<file path="config.mk">
export PLATFORM = sky130hd
export DESIGN_NAME = rxd_ring_engine
export DESIGN_NICKNAME = d
export VERILOG_FILES = /design/src/rtl/rxd_ring_engine.sv
export SDC_FILE = /design/constraint.sdc
export NUM_CORES = 1
export LEC_CHECK = 0
export BUFFER_PORTS_ARGS = -buffer_cell sky130_fd_sc_hd__buf_2
export CORE_ASPECT_RATIO = 2
export CORE_UTILIZATION = 30
export DETAILED_ROUTE_END_ITERATION = 10
export PLACE_DENSITY = 0.58
export SLEW_MARGIN = 20
export SYNTH_ARGS = -nofsm -noshare
export SYNTH_HDL_FRONTEND = slang
export SYNTH_SLANG_ARGS = --single-unit
</file>
<file path="constraint.sdc">
create_clock -name clk -period 7.51 [get_ports clk]
set_input_delay 0.3755 -clock clk [delete_from_list [all_inputs] [get_ports clk]]
set_output_delay 0.3755 -clock clk [all_outputs]
set_load 0.02 [all_outputs]
</file>
<file path="src/rtl/rxd_ring_engine.sv">
module rxd_ring_engine #(
  parameter int AW        = 32,
  parameter int MIN_FRAME = 64,
  parameter int MAX_FRAME = 1518
) (
  input  logic          clk,
  input  logic          rst_n,
  input  logic          poll,
  input  logic [AW-1:0] ring_base,
  input  logic          rx_valid,
  input  logic [7:0]    rx_data,
  input  logic          rx_last,
  input  logic          rx_crc_bad,
  input  logic          rx_align_bad,
  input  logic          rx_fifo_ovf,
  input  logic          rx_sys_err,
  input  logic [1:0]    rx_kind,
  output logic          rx_ready,
  output logic          mem_rd,
  output logic          mem_wr,
  output logic [AW-1:0] mem_addr,
  output logic [31:0]   mem_wdata,
  output logic [3:0]    mem_be,
  input  logic [31:0]   mem_rdata,
  output logic          rx_done,
  output logic          no_buf
);

  localparam int LW = 11;
  localparam logic [LW-1:0] LEN_TOP = '1;

  typedef enum logic [2:0] {S_IDLE, S_RS, S_RC, S_RB, S_RN, S_RL, S_RX, S_WB} st_t;

  st_t           st;
  logic [AW-1:0] ptr, bufa, nxt, wr_addr;
  logic [LW-1:0] bsz, cnt, flen;
  logic [31:0]   pack, wr_data;
  logic [3:0]    pbe, wr_be;
  logic [3:0]    errs;
  logic [1:0]    kind;
  logic          wr_pend;

  logic [1:0]    lane;
  logic [31:0]   pack_n;
  logic [3:0]    be_n;
  logic [LW-1:0] cnt_n;
  logic          flush;

  assign lane  = cnt[1:0];
  assign cnt_n = (cnt == LEN_TOP) ? cnt : cnt + 1'b1;
  assign flush = (lane == 2'd3) || rx_last;

  always_comb begin
    pack_n = pack;
    pack_n[8*lane +: 8] = rx_data;
    be_n = pbe | (4'((cnt < bsz) ? 1 : 0) << lane);
  end

  logic       trunc, is_long, is_runt, sum;
  logic [31:0] sts;
  assign trunc   = flen > bsz;
  assign is_long = int'(flen) > MAX_FRAME;
  assign is_runt = int'(flen) < MIN_FRAME;
  assign sum     = trunc | errs[3] | errs[2] | errs[1] | errs[0];
  assign sts = {1'b0, 4'b0, flen, ~sum, 1'b0,
                kind == 2'd3, kind == 2'd2, kind == 2'd1, 1'b0, 2'b11,
                trunc, errs[3], is_runt, is_long, errs[2], errs[1], errs[0], sum};

  assign rx_ready = (st == S_RX);

  always_comb begin
    mem_rd    = 1'b0;
    mem_wr    = 1'b0;
    mem_addr  = ptr;
    mem_wdata = '0;
    mem_be    = '0;
    if (wr_pend) begin
      mem_wr    = 1'b1;
      mem_addr  = wr_addr;
      mem_wdata = wr_data;
      mem_be    = wr_be;
    end else begin
      case (st)
        S_RS: mem_rd = 1'b1;
        S_RC: begin mem_rd = 1'b1; mem_addr = ptr + AW'(4);  end
        S_RB: begin mem_rd = 1'b1; mem_addr = ptr + AW'(8);  end
        S_RN: begin mem_rd = 1'b1; mem_addr = ptr + AW'(12); end
        S_WB: begin mem_wr = 1'b1; mem_wdata = sts; mem_be = 4'hf; end
        default: ;
      endcase
    end
  end

  always_ff @(posedge clk) begin
    if (!rst_n) begin
      st <= S_IDLE; ptr <= '0; bufa <= '0; nxt <= '0; bsz <= '0; cnt <= '0;
      flen <= '0; pack <= '0; pbe <= '0; errs <= '0; kind <= '0;
      wr_pend <= 1'b0; wr_addr <= '0; wr_data <= '0; wr_be <= '0;
      rx_done <= 1'b0; no_buf <= 1'b0;
    end else begin
      rx_done <= 1'b0;
      no_buf  <= 1'b0;
      wr_pend <= 1'b0;
      case (st)
        S_IDLE: if (poll) begin
          if (ptr == '0) ptr <= ring_base;
          st <= S_RS;
        end
        S_RS: st <= S_RC;
        S_RC: if (!mem_rdata[31]) begin
          no_buf <= 1'b1;
          st     <= S_IDLE;
        end else st <= S_RB;
        S_RB: begin bsz <= mem_rdata[LW-1:0]; st <= S_RN; end
        S_RN: begin bufa <= mem_rdata[AW-1:0]; st <= S_RL; end
        S_RL: begin
          nxt  <= mem_rdata[AW-1:0];
          cnt  <= '0;
          pack <= '0;
          pbe  <= '0;
          st   <= S_RX;
        end
        S_RX: if (rx_valid) begin
          cnt  <= cnt_n;
          pack <= pack_n;
          pbe  <= be_n;
          if (flush) begin
            wr_pend <= |be_n;
            wr_addr <= bufa + AW'({cnt[LW-1:2], 2'b00});
            wr_data <= pack_n;
            wr_be   <= be_n;
            pack    <= '0;
            pbe     <= '0;
          end
          if (rx_last) begin
            flen <= cnt_n;
            errs <= {rx_sys_err, rx_fifo_ovf, rx_align_bad, rx_crc_bad};
            kind <= rx_kind;
            st   <= S_WB;
          end
        end
        S_WB: if (!wr_pend) begin
          rx_done <= ~sum;
          if (nxt == '0) begin
            ptr <= '0;
            st  <= S_IDLE;
          end else begin
            ptr <= nxt;
            st  <= S_RS;
          end
        end
        default: st <= S_IDLE;
      endcase
    end
  end

endmodule

</file>
==> run metrics, run 1 <==
run status finished clean; Iter 0 DRT Violations 715; Reg-to-Reg End ptr[4]; antenna-violating nets left 0; post-cts hold buffer count 0; global-route wire length before repair 64,230 um; largest family of logic cells by synthesized area simple AND/OR/NAND/NOR gates; synth unique cells 76; Worst Hold Launch rx_crc_bad; Critical-path top delay cell dfxtp_1; standard-cell rows 105; Post-Syn Area per Cell 7.603 um2; Crit. End Element output port; number of global-route vias before repair 11,240; DRT Pass-1 Iters 5; synth top area cells dfxtp_1 (39%), nand2_1 (11%), a21oi_1 (8.6%); number of max-cap violations 0; Slew Viols, Final 0; ant diodes 0; worst hold-check path type in2reg; Synth area leader dfxtp_1; Simple-Gate Fraction of Synth Area 25.11%; Multi-input gate area 7052 um2; WL/cell 18.49 um; worst-path cell chain nor2_2, nand2_2, inv_2, fa_1, mux2_2, a32o_1, and4bb_2, nand4_1, xor2_1, o21ai_1, buf_2; Yosys reg bits 245; Vias 11,899; FF-to-FF Start ptr[30]; Pleak 5.307 nW; Tcrit/Tclk final 63.64%; family with the most delay on the worst path simple AND/OR/NAND/NOR gates; Residual DRC 0; Die W 146.6 um; Synth async-reset ratio 0%; depth of the CTS H-tree 1; CTS Buffer Depth 3; Fmax 209.2 MHz; Detailed Place HPWL 30,870 um; Worst Clk Skew 35.18 ps; number of setup violations in the final report 0; post-CTS setup buffer count 0; Worst slew margin 24.53%; synthesized area 12,550 um2; # IOs 156; CTS tree done; Skew-Pair Late Insertion Delay 550 ps; share of cells above drive strength 1 14.89%; CORE AREA 41,120 um2; EDFF count, synth 0; Inserted Clock Buffers 24; P&R area growth vs syn 14.98%; CTS root buffer clkbuf_16; Die Ht 291.3 um; die area 42,720 um2; Port Buffers 155; Pwr Total 3.185 mW; Total Routing Usage GR 19.24%; peak supply drop 165.1 uV; WL final 42,170 um; mux contribution to synthesized area 0.5083%; Crit Path Class reg2out; largest net degree at the start of global routing 84; XOR/XNOR Fraction of Synth Area 3.977%; Worst Path Arrival 4400 ps; RSZ-0062 raised after global routing no; most common cell in the netlist nand2_1; CP peak stage delay 680 ps; Worst Hold Path Cells 3; Reg area 4908 um2; WHS Endpoint errs[0]; Layout Nets 1,854; routability congestion estimate 0.8959; Hold Vio Cnt, Final 0; sequential-to-total area share from yosys stat 39.07%; pwr/cell area 220.6 nW/um2; CTS sink cnt 245; Yosys Warn Count 0; CP max FO 35; grt ovf 0; top cell types by occurrence after synthesis nand2_1 (371), dfxtp_1 (245), a21oi_1 (215), nor2_1 (179), clkbuf_1 (74); post-CTS sizing 0; initial antenna violation count 2; Mapped Cells 1,651; worst endpoint required time 7130 ps; Worst-path clk slew 60 ps; R2R Setup Slk 4310 ps; Worst Max-Slew Pin Slew 1132 ps; post-synth top area share 39.07%; CP Buf/Inv Count 2; adder-cell share of the synthesized area 4.106%; WHS 57.62 ps; post-synth net total 1,774; Vias/cell 5.217; fillcell total 4,403; Sum Neg Setup Slack 0 ps; Top FF cell, synth dfxtp_1; Starting Density 30.53%; Synth Area in Compound Gates 22.25%; crit path launch type register; Period minus WS final 4779 ps; Reg2Reg Depth 8
## worst reg2reg max path: stages, from the launching register on
cell and delay [ps]:
dfxtp_1 450, nor4_1 340, buf_4 220, nand4_1 240
nor4_1 330, o22a_2 570, buf_4 550, nor2_1 140
a311oi_2 250
## cell type report
type	instances	area share, %
well taps	535	4.638
multi-input cells	1264	48.86
clock buffers	32	4.932
clock inverters	9	0.6155
inverters	28	0.7628
flip-flops and latches	245	34.01
repair buffers	168	6.189
## sequential cells by signal, indices dropped and copies added, names as in the netlist
signal,count
rx_done,1
kind,2
ptr,32
wr_data,32
nxt,32
wr_be,4
bsz,11
wr_pend,1
cnt,11
bufa,32
errs,4
no_buf,1
st,3
pack,32
flen,11
pbe,4
wr_addr,32
## how the worst max path moves through the flow
stage / from / endpoint / slack (ps) / cells after the start
6_report: st[0] / mem_addr[26] / 2730 / 11
5_1_grt: st[0] / mem_addr[27] / 2400 / 11
4_1_cts: st[0] / mem_addr[26] / 2700 / 11
2_1_floorplan: st[0] / mem_addr[24] / 4420 / 12
3_3_place_gp: st[0] / mem_addr[30] / 3420 / 11
3_5_place_dp: st[0] / mem_addr[26] / 3290 / 11
## cell usage in the layout, fill, tap and decap left out, types with 7 or more instances in the layout
cell,synthesis,layout
a211oi_1,38,38
a21o_1,8,8
a21oi_1,215,215
a311oi_1,7,7
a311oi_2,28,28
a31oi_1,9,9
and2_1,14,14
and3_1,13,13
buf_2,26,155
buf_4,5,12
clkbuf_16,0,25
dfxtp_1,245,244
ha_1,38,38
inv_1,26,25
nand2_1,371,370
nand3_1,24,23
nand4_1,20,20
nor2_1,179,177
nor2b_1,36,36
nor3_1,15,15
nor4_1,19,19
o211ai_1,7,7
o21ai_0,72,71
o21ai_1,21,22
xnor2_1,21,21
xor2_1,36,36
## report_power, final
group          total [mW]  switching, mW  internal, mW
combinational       0.519          0.327         0.192
clock                1.24          0.536         0.701
sequential           1.43         0.0829          1.35
## through the flow
step	std cells	area, um2	util [%]	setup slack, ps
after floorplan	1651	12550	-	4419
after global placement	2239	13600	33.08	3417
after detailed placement	2239	13610	33.09	3293
after CTS	2280	14410	35.03	2704
after global routing	2281	14430	35.10	2402
final	2281	14430	35.10	2731
## cells by family after synthesis
kind of cell / Yosys count
adder cells (fa/ha/maj): 40
buffers and inverters: 142
flip-flops: 245
AO/OA/AOI/OAI: 441
XOR/XNOR: 57
multiplexers: 6
AND/OR/NAND/NOR: 720
## per-layer routing
layer	part of all wire (%)	track usage [%]	up-vias
met3	4.2	1.787	79
met1	38	20.91	5613
li1	-	-	5857
met4	4.5	8.841	4
met5	0.064	0	-
met2	54	36.78	346
Note: power is estimated with default switching activity, not from simulation.
==> inputs of run 2 (changes only) <==
--- a/config.mk
+++ b/config.mk
@@ -9,7 +9,7 @@
 export CORE_ASPECT_RATIO = 2
 export CORE_UTILIZATION = 30
 export DETAILED_ROUTE_END_ITERATION = 10
-export PLACE_DENSITY = 0.58
+export PLACE_DENSITY = 0.59
 export SLEW_MARGIN = 20
 export SYNTH_ARGS = -nofsm -noshare
 export SYNTH_HDL_FRONTEND = slang
==> constraint.sdc (replaced) <==
create_clock -name clk -period 3.9 [get_ports clk]
set_input_delay 0.195 -clock clk [delete_from_list [all_inputs] [get_ports clk]]
set_output_delay 0.195 -clock clk [all_outputs]
set_load 0.02 [all_outputs]
==> run 2 against run 1 <==
Total power increased by 94%. Sequential cell count is the same. Final area up 5.5%. Critical endpoint is now mem_addr[30].
==> run metrics, run 2 (synthesis gave the netlist of run 1 again) <==
run status finished clean; Pleak 5.649 nW (+6.4%); P&R area growth vs syn 21.29%; most common cell after layout, fill and taps aside nand2_1; Worst Clk Skew 22.28 ps (-12.89 ps); Layout Utilization 37.03% (+1.9 points); Vias 12,132 (+2.0%); Period minus WS final 3645 ps; Post-Layout Inst Area 15,230 um2 (+5.5%); Area after DPL 13,760 um2 (+1.2%); Reg2Reg Depth 9 (+1); Residual DRC 0 (unchanged); crit path launch type register; CTS tree done; routability congestion estimate 0.8791 (-1.9%); WL final 42,930 um (+1.8%); number of max-cap violations 0 (unchanged); Slew Viols, Final 0 (unchanged); commonest non-fill, non-tap cells in the layout nand2_1 (371), dfxtp_1 (244), a21oi_1 (215); Die W 146.6 um (unchanged); Placed Cells 2,252 (+0.58%); FF-to-FF Start cnt[2]; RSZ-0062 raised after global routing no; Worst Hold Launch ring_base[1]; # IOs 156 (unchanged); number of global-route vias before repair 11,686 (+4.0%); Layout Nets 1,936 (+4.4%); initial antenna violation count 2 (unchanged); pwr/cell area 406.1 nW/um2 (+84%); Worst slew margin 31.98% (+7.5 points); Inserted Clock Buffers 25 (+4.2%); R2R Setup Slk 1100 ps (-3210 ps); Detailed Place HPWL 31,160 um (+0.93%); Port Buffers 155 (unchanged); CTS Buffer Depth 3 (unchanged); Skew-Pair Late Insertion Delay 550 ps (about the same); Total Routing Usage GR 19.94% (+0.70 points); Crit. End Element output port; WL/cell 18.14 um (-1.9%); grt ovf 0 (unchanged); Worst-path clk slew 60 ps (about the same); share of cells above drive strength 1 14.75% (-0.14 points); Worst Hold Path Cells 3 (unchanged); CTS root buffer clkbuf_16; depth of the CTS H-tree 1 (unchanged); worst hold-check path type in2reg; peak supply drop 332.8 uV (+100%); worst endpoint required time 3700 ps (-3430 ps); Sum Neg Setup Slack 0 ps (unchanged); largest net degree at the start of global routing 98 (+17%); CP max FO 19 (-46%); Tcrit/Tclk final 93.47%; Vias/cell 5.128 (-1.7%); Crit Path Class reg2out; CTS sink cnt 245 (unchanged); Worst Max-Slew Pin Slew 1013 ps (-118.7 ps); CORE AREA 41,120 um2 (unchanged); die area 42,720 um2 (unchanged); Critical-path top delay cell dfxtp_1; WHS Endpoint ptr[1]; Starting Density 30.53% (unchanged); standard-cell rows 105 (unchanged); number of setup violations in the final report 0 (unchanged); CP peak stage delay 610 ps (-70 ps); DRT Pass-1 Iters 5 (unchanged); Die Ht 291.3 um (unchanged); Hold Vio Cnt, Final 0 (unchanged); Fmax 274.3 MHz; antenna-violating nets left 0 (unchanged); worst-path cell chain nor2_2, nand2_2, inv_2, fa_1, mux2_2, a32o_1, and4bb_2, nand2_1, xor2_1, o21ai_0, buf_2; non-filler cells, final 2,366 (+3.7%); global-route wire length before repair 66,500 um (+3.5%); Iter 0 DRT Violations 559 (-22%); Worst Path Arrival 3450 ps (-950 ps); Reg-to-Reg End wr_addr[30]
==> run 2: layout make-up <==
type,instances,area (um2)
Timing Repair Buffer,249,1717
Multi-Input combinational cell,1264,7049
Antenna cell,1,2.502
Clock buffer,32,671.9
Fill cell,4276,25890
Tap cell,535,669.4
Clock inverter,12,97.59
Sequential cell,245,4908
Inverter,28,110.1
==> run 2: power by group <==
part	total [mW]	internal, mW	switching, mW
logic	1.11	0.442	0.667
clock network	2.34	1.29	1.06
registers	2.73	2.59	0.140
==> run 2: metrics by stage <==
stage | hold WS, ps | setup slack (ps) | power [mW]
2_1_floorplan | 331.0 | 989.6 | 3.494
3_3_place_gp | 440.4 | 908.4 | 3.817
3_5_place_dp | 443.9 | 832.1 | 3.838
4_1_cts | 9.543 | 230.6 | 6.236
5_1_grt | 34.82 | 30.20 | 6.432
6_report | 19.61 | 254.6 | 6.184
==> run 2: repair_timing <==
item / in CTS / in global routing
hold buffers: 69 / 0
resized for setup: 0 / 0
endpoints found under the hold margin: 113 / 0
buffers inserted: 0 / 0
==> run 2: worst max-delay path: cells and delay by family (launching register included) <==
family          cells  cell delay [ps]
xor+xnor            1               70
compound gates      2              480
flops               1              610
simple gates        4              630
fa+ha+maj           1              450
mux                 1              280
buf+inv             2              360
==> run 2: how the worst max path moves through the flow <==
stage | start | cells past startpoint | endpoint | slack, ps
2_1_floorplan | st[0] | 12 | mem_addr[24] | 990
3_3_place_gp | st[1] | 11 | mem_addr[30] | 910
3_5_place_dp | st[1] | 11 | mem_addr[30] | 830
4_1_cts | st[1] | 11 | mem_addr[30] | 230
5_1_grt | st[1] | 11 | mem_addr[30] | 30
6_report | st[1] | 11 | mem_addr[30] | 250
==> run 2: per-layer routing <==
layer / part of all wire, % / GRT usage [%]
met5: 0.054 / 0
met4: 5.6 / 11.53
met3: 3.9 / 2.053
met2: 53 / 37.38
met1: 37 / 21.25
